## src/rtl/tmr_pkg.sv

```systemverilog
package tmr_pkg;
   localparam int BUS_W       = 32;
   localparam int REG_CTRL    = 0;
   localparam int REG_MODE    = 1;
   localparam int REG_PRESC   = 2;
   localparam int REG_PCNT    = 3;
   localparam int REG_TCNT    = 4;
   localparam int REG_ISR     = 5;
   localparam int REG_MCTL    = 6;
   localparam int REG_EXTM    = 7;
   localparam int REG_CCTL    = 8;
   localparam int REG_PWMC    = 9;
   localparam int REG_MR_BASE = 10;

   typedef enum logic [1:0] {
      ACT_KEEP   = 2'b00,
      ACT_LOW    = 2'b01,
      ACT_HIGH   = 2'b10,
      ACT_TOGGLE = 2'b11
   } ext_act_e;

   function automatic logic act_apply(input logic cur, input logic [1:0] act);
      unique case (ext_act_e'(act))
         ACT_LOW:    return 1'b0;
         ACT_HIGH:   return 1'b1;
         ACT_TOGGLE: return ~cur;
         default:    return cur;
      endcase
   endfunction
endpackage

```

## src/rtl/tmr_sync_edge.sv

```systemverilog
module tmr_sync_edge #(
   parameter int STAGES = 2
) (
   input  logic clk,
   input  logic rst_n,
   input  logic din,
   output logic rise,
   output logic fall
);
   if (STAGES < 2) begin : g_err_stages
      $error("tmr_sync_edge: STAGES must be at least 2");
   end

   logic [STAGES:0] sh_q;

   always_ff @(posedge clk or negedge rst_n) begin
      if (!rst_n) sh_q <= '0;
      else        sh_q <= {sh_q[STAGES-1:0], din};
   end

   assign rise =  sh_q[STAGES-1] & ~sh_q[STAGES];
   assign fall = ~sh_q[STAGES-1] &  sh_q[STAGES];
endmodule

```

## src/rtl/tmr_prescaler.sv

```systemverilog
module tmr_prescaler #(
   parameter int W = 32
) (
   input  logic         clk,
   input  logic         rst_n,
   input  logic         clr,
   input  logic         tick,
   input  logic [W-1:0] limit,
   output logic [W-1:0] pc,
   output logic         step
);
   logic [W-1:0] pc_q;

   assign step = tick & (pc_q >= limit);
   assign pc   = pc_q;

   always_ff @(posedge clk or negedge rst_n) begin
      if (!rst_n)     pc_q <= '0;
      else if (clr)   pc_q <= '0;
      else if (tick)  pc_q <= step ? '0 : pc_q + W'(1);
   end
endmodule

```

## src/rtl/tmr_match_bank.sv

```systemverilog
module tmr_match_bank
   import tmr_pkg::*;
#(
   parameter int CW = 32,
   parameter int NM = 4
) (
   input  logic                   clk,
   input  logic                   rst_n,
   input  logic                   step,
   input  logic [CW-1:0]          tc,
   input  logic [NM-1:0][CW-1:0]  mr,
   input  logic [2*NM-1:0]        act,
   input  logic                   lvl_wr,
   input  logic [NM-1:0]          lvl_wdata,
   output logic [NM-1:0]          hit,
   output logic [NM-1:0]          lvl
);
   logic [NM-1:0] lvl_q;

   for (genvar i = 0; i < NM; i++) begin : g_cmp
      assign hit[i] = step && (tc == mr[i]);
   end

   always_ff @(posedge clk or negedge rst_n) begin
      if (!rst_n) begin
         lvl_q <= '0;
      end else if (lvl_wr) begin
         lvl_q <= lvl_wdata;
      end else begin
         for (int i = 0; i < NM; i++)
            if (hit[i]) lvl_q[i] <= act_apply(lvl_q[i], act[2*i +: 2]);
      end
   end

   assign lvl = lvl_q;
endmodule

```

## src/rtl/mtimer_pwm.sv

```systemverilog
module mtimer_pwm
   import tmr_pkg::*;
#(
   parameter int CW          = 32,
   parameter int NUM_MATCH   = 4,
   parameter int NUM_CAP     = 2,
   parameter int SYNC_STAGES = 2,
   parameter int ADDR_W      = 4
) (
   input  logic                 clk,
   input  logic                 rst_n,
   input  logic                 bus_wr,
   input  logic [ADDR_W-1:0]    bus_addr,
   input  logic [BUS_W-1:0]     bus_wdata,
   output logic [BUS_W-1:0]     bus_rdata,
   input  logic [NUM_CAP-1:0]   cap_in,
   output logic [NUM_MATCH-1:0] match_out,
   output logic                 irq
);
   localparam int NM   = NUM_MATCH;
   localparam int NC   = NUM_CAP;
   localparam int SELW = (NC > 1) ? $clog2(NC) : 1;
   localparam int NREG = REG_MR_BASE + NM + NC;

   if (CW < 2 || CW > BUS_W) begin : g_err_cw
      $error("mtimer_pwm: CW out of range");
   end
   if (NM < 2 || 3*NM > BUS_W) begin : g_err_nm
      $error("mtimer_pwm: NUM_MATCH out of range");
   end
   if (NC < 1 || 3*NC > BUS_W || NM + NC > BUS_W || 3 + SELW > BUS_W) begin : g_err_nc
      $error("mtimer_pwm: NUM_CAP out of range");
   end
   if (NREG > (1 << ADDR_W)) begin : g_err_aw
      $error("mtimer_pwm: ADDR_W too small for register count");
   end

   logic wr_ctrl, wr_mode, wr_presc, wr_tc, wr_isr, wr_mctl, wr_extm, wr_cctl, wr_pwmc;
   assign wr_ctrl  = bus_wr && bus_addr == ADDR_W'(REG_CTRL);
   assign wr_mode  = bus_wr && bus_addr == ADDR_W'(REG_MODE);
   assign wr_presc = bus_wr && bus_addr == ADDR_W'(REG_PRESC);
   assign wr_tc    = bus_wr && bus_addr == ADDR_W'(REG_TCNT);
   assign wr_isr   = bus_wr && bus_addr == ADDR_W'(REG_ISR);
   assign wr_mctl  = bus_wr && bus_addr == ADDR_W'(REG_MCTL);
   assign wr_extm  = bus_wr && bus_addr == ADDR_W'(REG_EXTM);
   assign wr_cctl  = bus_wr && bus_addr == ADDR_W'(REG_CCTL);
   assign wr_pwmc  = bus_wr && bus_addr == ADDR_W'(REG_PWMC);

   logic                  run_q, clr_q;
   logic                  mode_ext_q, mode_rise_q, mode_fall_q;
   logic [SELW-1:0]       mode_sel_q;
   logic [CW-1:0]         presc_q, tc_q, pc;
   logic [NM+NC-1:0]      isr_q;
   logic [3*NM-1:0]       mctl_q;
   logic [2*NM-1:0]       act_q;
   logic [3*NC-1:0]       cctl_q;
   logic [NM-2:0]         pwmc_q;
   logic [NM-1:0][CW-1:0] mr_q;
   logic [NC-1:0][CW-1:0] cr_q;

   logic [NM-1:0] mctl_irq, mctl_rst, mctl_stop, hit, lvl;
   for (genvar i = 0; i < NM; i++) begin : g_mctl
      assign mctl_irq[i]  = mctl_q[3*i];
      assign mctl_rst[i]  = mctl_q[3*i+1];
      assign mctl_stop[i] = mctl_q[3*i+2];
   end

   // capture front end
   logic [NC-1:0] cap_rise, cap_fall, cap_hit, cap_irq;
   for (genvar j = 0; j < NC; j++) begin : g_cap
      tmr_sync_edge #(.STAGES(SYNC_STAGES)) u_sync (
         .clk(clk), .rst_n(rst_n), .din(cap_in[j]),
         .rise(cap_rise[j]), .fall(cap_fall[j]));
      assign cap_hit[j] = (cap_rise[j] & cctl_q[3*j]) | (cap_fall[j] & cctl_q[3*j+1]);
      assign cap_irq[j] = cctl_q[3*j+2];
   end

   // count source
   logic cnt_edge, tick, step, do_rst, do_stop;
   assign cnt_edge = (mode_rise_q & cap_rise[mode_sel_q]) | (mode_fall_q & cap_fall[mode_sel_q]);
   assign tick     = run_q & ~clr_q & (mode_ext_q ? cnt_edge : 1'b1);

   tmr_prescaler #(.W(CW)) u_presc (
      .clk(clk), .rst_n(rst_n), .clr(clr_q), .tick(tick),
      .limit(presc_q), .pc(pc), .step(step));

   tmr_match_bank #(.CW(CW), .NM(NM)) u_match (
      .clk(clk), .rst_n(rst_n), .step(step), .tc(tc_q), .mr(mr_q),
      .act(act_q), .lvl_wr(wr_extm), .lvl_wdata(bus_wdata[NM-1:0]),
      .hit(hit), .lvl(lvl));

   assign do_rst  = |(hit & mctl_rst);
   assign do_stop = |(hit & mctl_stop);

   always_ff @(posedge clk or negedge rst_n) begin
      if (!rst_n) begin
         run_q <= 1'b0;  clr_q <= 1'b0;
         mode_ext_q <= 1'b0; mode_rise_q <= 1'b0; mode_fall_q <= 1'b0; mode_sel_q <= '0;
         presc_q <= '0;  tc_q <= '0;  isr_q <= '0;  mctl_q <= '0;
         act_q <= '0;    cctl_q <= '0; pwmc_q <= '0; mr_q <= '0; cr_q <= '0;
      end else begin
         if (wr_ctrl) begin
            run_q <= bus_wdata[0];
            clr_q <= bus_wdata[1];
         end else if (do_stop) begin
            run_q <= 1'b0;
         end
         if (wr_mode) begin
            mode_ext_q  <= bus_wdata[0];
            mode_rise_q <= bus_wdata[1];
            mode_fall_q <= bus_wdata[2];
            mode_sel_q  <= bus_wdata[3 +: SELW];
         end
         if (wr_presc) presc_q <= bus_wdata[CW-1:0];
         if (clr_q)        tc_q <= '0;
         else if (wr_tc)   tc_q <= bus_wdata[CW-1:0];
         else if (do_rst)  tc_q <= '0;
         else if (step && !do_stop) tc_q <= tc_q + CW'(1);
         isr_q <= (isr_q & ~(wr_isr ? bus_wdata[NM+NC-1:0] : '0))
                | {cap_hit & cap_irq, hit & mctl_irq};
         if (wr_mctl) mctl_q <= bus_wdata[3*NM-1:0];
         if (wr_extm) act_q  <= bus_wdata[NM +: 2*NM];
         if (wr_cctl) cctl_q <= bus_wdata[3*NC-1:0];
         if (wr_pwmc) pwmc_q <= bus_wdata[NM-2:0];
         for (int i = 0; i < NM; i++)
            if (bus_wr && bus_addr == ADDR_W'(REG_MR_BASE + i)) mr_q[i] <= bus_wdata[CW-1:0];
         for (int j = 0; j < NC; j++)
            if (cap_hit[j]) cr_q[j] <= tc_q;
      end
   end

   // outputs: PWM channels are all but the last (period) channel
   for (genvar i = 0; i < NM - 1; i++) begin : g_pwm
      assign match_out[i] = pwmc_q[i] ? (tc_q >= mr_q[i]) : lvl[i];
   end
   assign match_out[NM-1] = lvl[NM-1];
   assign irq = |isr_q;

   always_comb begin
      bus_rdata = '0;
      case (bus_addr)
         ADDR_W'(REG_CTRL):  bus_rdata = BUS_W'({clr_q, run_q});
         ADDR_W'(REG_MODE):  bus_rdata = BUS_W'({mode_sel_q, mode_fall_q, mode_rise_q, mode_ext_q});
         ADDR_W'(REG_PRESC): bus_rdata = BUS_W'(presc_q);
         ADDR_W'(REG_PCNT):  bus_rdata = BUS_W'(pc);
         ADDR_W'(REG_TCNT):  bus_rdata = BUS_W'(tc_q);
         ADDR_W'(REG_ISR):   bus_rdata = BUS_W'(isr_q);
         ADDR_W'(REG_MCTL):  bus_rdata = BUS_W'(mctl_q);
         ADDR_W'(REG_EXTM):  bus_rdata = BUS_W'({act_q, lvl});
         ADDR_W'(REG_CCTL):  bus_rdata = BUS_W'(cctl_q);
         ADDR_W'(REG_PWMC):  bus_rdata = BUS_W'(pwmc_q);
         default: begin
            for (int i = 0; i < NM; i++)
               if (bus_addr == ADDR_W'(REG_MR_BASE + i)) bus_rdata = BUS_W'(mr_q[i]);
            for (int j = 0; j < NC; j++)
               if (bus_addr == ADDR_W'(REG_MR_BASE + NM + j)) bus_rdata = BUS_W'(cr_q[j]);
         end
      endcase
   end
endmodule

```

## config.mk

```make
export PLATFORM = sky130hd
export DESIGN_NAME = mtimer_pwm
export DESIGN_NICKNAME = d
export VERILOG_FILES = /design/src/rtl/tmr_pkg.sv /design/src/rtl/tmr_sync_edge.sv /design/src/rtl/tmr_prescaler.sv /design/src/rtl/tmr_match_bank.sv /design/src/rtl/mtimer_pwm.sv
export SDC_FILE = /design/constraint.sdc
export NUM_CORES = 1
export LEC_CHECK = 0
export ABC_CLOCK_PERIOD_IN_PS = 4300
export BUFFER_PORTS_ARGS = -buffer_cell sky130_fd_sc_hd__buf_2
export CORE_UTILIZATION = 25
export CTS_CLUSTER_SIZE = 14
export DETAILED_ROUTE_END_ITERATION = 10
export PLACE_DENSITY_LB_ADDON = 0.15
export SYNTH_ARGS = -nofsm -noshare
export SYNTH_HDL_FRONTEND = slang
export SYNTH_SLANG_ARGS = --single-unit
```

## constraint.sdc

```tcl
create_clock -name clk -period 4.3 [get_ports clk]
set_clock_uncertainty 0.2 [all_clocks]
set_input_delay 0 -clock clk [delete_from_list [all_inputs] [get_ports clk]]
set_output_delay 0 -clock clk [all_outputs]
set_load 0.01 [all_outputs]
```

Yosys cells after proc, flatten, opt, wreduce, memory -nomap -nowiden

Index checks and enable logic that the tools add are counted.
W data, S select, Z words.

Logic and storage cells: 168
Register bits: 339
Output and inout bits: 37

Reduce and logical (&&, ||, !) cells: 38
Order comparisons: 5
Equality and inequality tests: 31
$add $sub $neg: 2
Bitwise operators: 32
Multiplexer cells: 34

Operators with widths:

| kind                    | number |
|---|---|
| $mux W32                | 13 |
| $pmux W32 S10           | 1 |
| $eq A32 B32 Y1          | 4 |
| $ge A32 B32 Y1          | 4 |
| $add A32 B1 Y32 const B | 2 |
| $eq A4 B4 Y1 const B    | 8 |
| $reduce_bool A4 Y1      | 5 |
| $logic_and A1 B1 Y1     | 18 |
| $eq A2 B2 Y1 const B    | 8 |
| $eq A4 B3 Y1 const B    | 4 |
| $mux W1                 | 14 |
| $and A1 B1 Y1           | 13 |
| $and A4 B4 Y4           | 3 |
| $pmux W1 S3             | 4 |
| $reduce_bool A2 Y1      | 6 |
| $not A1 Y1              | 9 |
| $eq A2 B1 Y1 const B    | 4 |
| $eq A4 B2 Y1 const B    | 2 |
| $reduce_and A2 Y1       | 4 |
| $reduce_or A4 Y1        | 2 |
| $and A6 B6 Y6           | 1 |
| $mux W6                 | 1 |
| $not A6 Y6              | 1 |
| $or A6 B6 Y6            | 1 |
| other kinds (8)         | 10 |

Longest topological paths before layout

Depth in word-level cells: 18
Depth in mapped cells: 13
Gate-level depth less buffers: 10

By module

A second synthesis with hierarchy kept.

Cells, all modules: 2193
Area total of the unflattened synthesis: 21800.9 um2

By module, submodules not included:

| module         | area an instance (um2) | cells each | instances |
|---|---|---|---|
| mtimer_pwm     | 16878.7                | 1585       | 1 |
| tmr_prescaler  | 2990.4                 | 382        | 1 |
| tmr_match_bank | 1751.7                 | 216        | 1 |
| tmr_sync_edge  | 90.1                   | 5          | 2 |

Worst setup path before layout

OpenSTA, ideal clock, no wires.

Kind: register to register
Start point: reg tc_q[31]
End point: reg tc_q[17]
Data arrival time: 2.629 ns
Setup slack: 1.347 ns
Library setup time: 0.124 ns
Cell stages (with the launch flop): 12
Data required time: 3.976 ns
Clock period less this slack: 2.953 ns
Cell sequence: dfrtp_1 ha_1 nand4_2 nor4_2 and3_1 buf_6 a22o_4 and4bb_4 a22o_1 buf_6 buf_8 a211o_1

Word-level cells in the longest chain between the ends: 7
Elaborated cells on any way between the ends: 18
Classes of those cells: eq/ne: 4; mux: 3; bitwise: 2; reduce/logical: 9

RTL lines:

| item                                            | line                                 | RTL |
|---|---|---|
| from (decl)                                     | mtimer_pwm.sv:52                     | `logic [CW-1:0] presc_q, tc_q, pc;` |
| from (signal assigned)                          | mtimer_pwm.sv:116                    | `else if (wr_tc) tc_q <= bus_wdata[CW-1:0];` |
| from (signal assigned)                          | mtimer_pwm.sv:118                    | `else if (step && !do_stop) tc_q <= tc_q + CW'(1);` |
| $eq A32 B32 Y1                                  | tmr_match_bank.sv:21                 | `assign hit[i] = step && (tc == mr[i]);` |
| $logic_and A1 B1 Y1                             | tmr_match_bank.sv:21                 |  |
| $and A4 B4 Y4, on equally long branches         | mtimer_pwm.sv:92, mtimer_pwm.sv:93   |  |
| $reduce_or A4 Y1, on equally long branches      | mtimer_pwm.sv:92, mtimer_pwm.sv:93   |  |
| $mux W32 or $logic_not A1 Y1 (tied branches)    | mtimer_pwm.sv:117, mtimer_pwm.sv:118 |  |
| $mux W32 or $logic_and A1 B1 Y1 (tied branches) | mtimer_pwm.sv:116, mtimer_pwm.sv:118 |  |
| $mux W32 or $reduce_bool A4 Y1 (tied branches)  | --                                   |  |

Parallel ways exist; a longest one is shown, timed or not.
A chain may end at the register's enable or synchronous reset.

Final worst setup path

Start point: reg mr_q[41] in the netlist's numbering
End point: out match_out[1]

Word-level cells in the longest chain between the ends: 2

RTL lines:

| item                              | line              | RTL |
|---|---|---|
| from (decl)                       | mtimer_pwm.sv:58  | `logic [NM-1:0][CW-1:0] mr_q;` |
| from (signal, indexed assignment) | mtimer_pwm.sv:126 | `if (bus_wr && bus_addr == ADDR_W'(REG_MR_BASE + i)) mr_q[i] <= bus_wdata[CW-1:0];` |
| $ge A32 B32 Y1                    | mtimer_pwm.sv:134 | `assign match_out[i] = pwmc_q[i] ? (tc_q >= mr_q[i]) : lvl[i];` |
| $mux W1                           | mtimer_pwm.sv:134 |  |
| to (decl)                         | mtimer_pwm.sv:17  | `output logic [NUM_MATCH-1:0] match_out,` |

Every way passes these cells.

==> reports/results.tsv <==
stage	metric	value	unit
timing	slew_headroom	0.241	
logic_synthesis	synth.top_cells.by_count	dfrtp_1, mux2_2, inv_1	
setup_path	crit_fanout	3	
die	core	79100	um2
die	die_area	81300	um2
logic_synthesis	ys_top_cells_by_area	dfrtp_1, mux2_2, ha_1, a22oi_1, inv_1	
place	port-buffer-count	77	
layout	layout-drive-gt1-share	0.248	
layout	synthToLayoutAreaGrowth	19.2	%
routing	dr.first_iter.drc_count	1293	
place	place_congestion	0.879	
layout	fin_util	0.302	
layout	fin_cells	3163	
setup_path	start_kind	register	
setup_path	rr_worst_depth	10	
setup_path	reg2reg_to	tc_q[18]$_DFFE_PN0P_	
logic_synthesis	ys_ff_latch	339	
die	io_pins	78	
pwr	vdd_ir_drop_max	0.258	mV
routing	drcViolationCount	0	
layout	fill_cells	8349	
place	post-place-ws	40.4	ps
logic_synthesis	synthArstFlopShare	1.00	
layout	nets	2258	
timing	period_needed	4170	ps
global_routing	grt-ovfl-total	0	
place	place_inst	3044	
timing	period_share	0.970	
place	dpl.hpwl	60.6	mm
logic_synthesis	synth-edff-count	0	
cts	cts_tree	done	
die	fp-row-count	103	
timing	fin_tns_setup	0	ps
logic_synthesis	synth_top_area_cell	dfrtp_1	
routing	viasPerCell	5.31	
cts	cts_made_buffers	44	
logic_synthesis	syn-cell-area	20100	um2
cts	htreeDepth	2	
global_routing	grt_pass1_vias	17300	
timing	hold_viol	0	
logic_synthesis	ys_seq_area_frac	0.423	
timing	clock.fmax	0.240	GHz
global_routing	grt_first_pass_wirelength	125	mm
layout	n_antenna_cell	0	
setup_path	reg2reg_from	tc_q[27]$_DFFE_PN0P_	
setup_path	cp_data_arrival_time	3970	ps
logic_synthesis	syn-num-nets	2127	
setup_path	end_kind	primary output	
logic_synthesis	yosysUniqueCellTypes	82	
worst_hold_path	min-delay-start	bus_addr[2]	
logic_synthesis	yosysTopAreaCellShare	0.423	
timing	worst_pin_slew	1140	ps
die	fp.dieH	285	um
die	start_util	0.253	
routing	detail_route.wirelength	85.1	mm
timing	finalSetupViolations	0	
routing	via_count	16800	
cts	clk_pin_slew	60	ps
logic_synthesis	yosysWarnings	0	
pwr	total_leakage_power	10.6	nW
worst_hold_path	whs_endpoint	mode_sel_q$_DFFE_PN0P_	
logic_synthesis	synthCells	1952	
worst_hold_path	whs_path_depth	3	
global_routing	track_usage	0.208	
job	max_cap_violations	0	
routing	first_pass_iters	7	
timing	worst_slack	131	ps
timing	rsz0062_at_grt	false	
logic_synthesis	post-synth-top-count-cell	dfrtp_1	
cts	cts-root-buf	clkbuf_16	
layout	final_area	23900	um2
cts	clk_path_buf_depth	3	
setup_path	r2r_setup_slack	370	ps
timing	slew_violations	0	
routing	routedWlPerCell	26.9	um
outcome	status	completed	
global_routing	grt_max_degree	105	
worst_hold_path	hold_class	in -> reg	
logic_synthesis	synth_area_per_cell	10.3	um2
pwr	power_density	530	nW/um2
routing	drtAntennaViolNets	0	
place	place_area	22000	um2
pwr	p_total	12.7	mW
cts	clock_sinks	339	
die	die_width	285	um
cts	clock_latency	580	ps
global_routing	grt_antenna_before_repair	0	
timing	holdWs	75.2	ps
setup_path	criticalPathCategory	reg -> out	
setup_path	cp.required	4100	ps
logic_synthesis	synth-main-ff-cell	dfrtp_1	
==> cell families (layout without fill, tap and decap cells) <==
| kind of cell | after synthesis | in the layout | share of synthesized area |
|---|---|---|---|
| AO/OA/AOI/OAI | 436 | 436 | 0.155 |
| flip-flops | 339 | 339 | 0.423 |
| AND/OR/NAND/NOR | 455 | 455 | 0.114 |
| XOR/XNOR | 60 | 60 | 0.0262 |
| buffers and inverters | 272 | 433 | 0.0551 |
| multiplexers | 256 | 256 | 0.143 |
| adder cells (fa/ha/maj) | 134 | 134 | 0.0836 |
==> worst max-delay path: stages, from the launching register on <==
cell and delay [ps]:
dfrtp_1 380, inv_1 70, ha_1 300, a21o_1 190, a21o_1 170, a21oi_1 230
o21ai_0 270, a2111oi_1 800, o21ai_0 230, buf_4 220, o32a_1 360, buf_2 170
==> sequential cells by signal, summed over array words and instances, names as in the netlist, 3 cells and up <==
name / count
cctl_q: 6
isr_q: 6
act_q: 8
mctl_q: 12
presc_q: 32
pwmc_q: 3
u_match.lvl: 4
g_cap.u_sync.sh_q: 6
tc_q: 32
mr_q: 128
u_presc.pc: 32
cr_q: 64
==> layout make-up <==
class	count	area (um2)	share of cell area
tap	1050	1310	0.0550
sequential	339	8480	0.355
timing repair buffer	203	1500	0.0629
clock inverter	16	134	0.00560
multi-input combinational	1341	10600	0.443
inverter	154	578	0.0242
clock buffer	60	1300	0.0545
==> placed cells by master, fill, tap and decap left out, types with 45 or more instances in the layout <==
cell type	instances
inv_1	154
nand4_1	46
buf_4	80
a21oi_1	59
buf_2	76
a31oi_1	45
dfrtp_1	339
o21ai_0	54
clkbuf_16	45
nand2_1	118
ha_1	134
mux2_2	251
a22oi_1	109
nand3_1	57
xor2_1	47
nor2_1	95
==> repair_timing <==
action | in CTS | in global routing
endpoints found under the setup margin | 1 | 7
pin swaps | 0 | 0
resized for setup | 2 | 4
hold buffers | 43 | 0
buffers inserted | 0 | 0
hold endpoints to repair | 427 | 0
==> power breakdown <==
group / switching, mW / internal, mW / total [mW]
combinational: 2.32 / 1.78 / 4.10
sequential: 0.865 / 3.98 / 4.84
clock: 1.50 / 2.22 / 3.73
==> metal layers <==
metal  vias up  part of all wire  wire length (um)  GRT usage
met5         -                 0                 0          0
met4         0             0.033              2800     0.0691
met3       136             0.047              3970     0.0273
met2       519              0.47             40000      0.342
met1      8712              0.45             38400      0.281
li1       7419                 -                 -          -
==> worst max-delay path by stage <==
stage                               startpoint                   end  slack (ps)  depth (start not counted)
after floorplan           tc_q[31]$_DFFE_PN0P_  tc_q[17]$_DFFE_PN0P_        1350                         11
after global placement    tc_q[20]$_DFFE_PN0P_  tc_q[24]$_DFFE_PN0P_         150                          9
after detailed placement  tc_q[20]$_DFFE_PN0P_  tc_q[27]$_DFFE_PN0P_          40                          9
after CTS                 mr_q[41]$_DFFE_PN0P_          match_out[1]          50                         11
after global routing      mr_q[41]$_DFFE_PN0P_          match_out[1]          40                         11
final                     mr_q[41]$_DFFE_PN0P_          match_out[1]         130                         11
No activity file was read; power rests on OpenSTA's default activity.
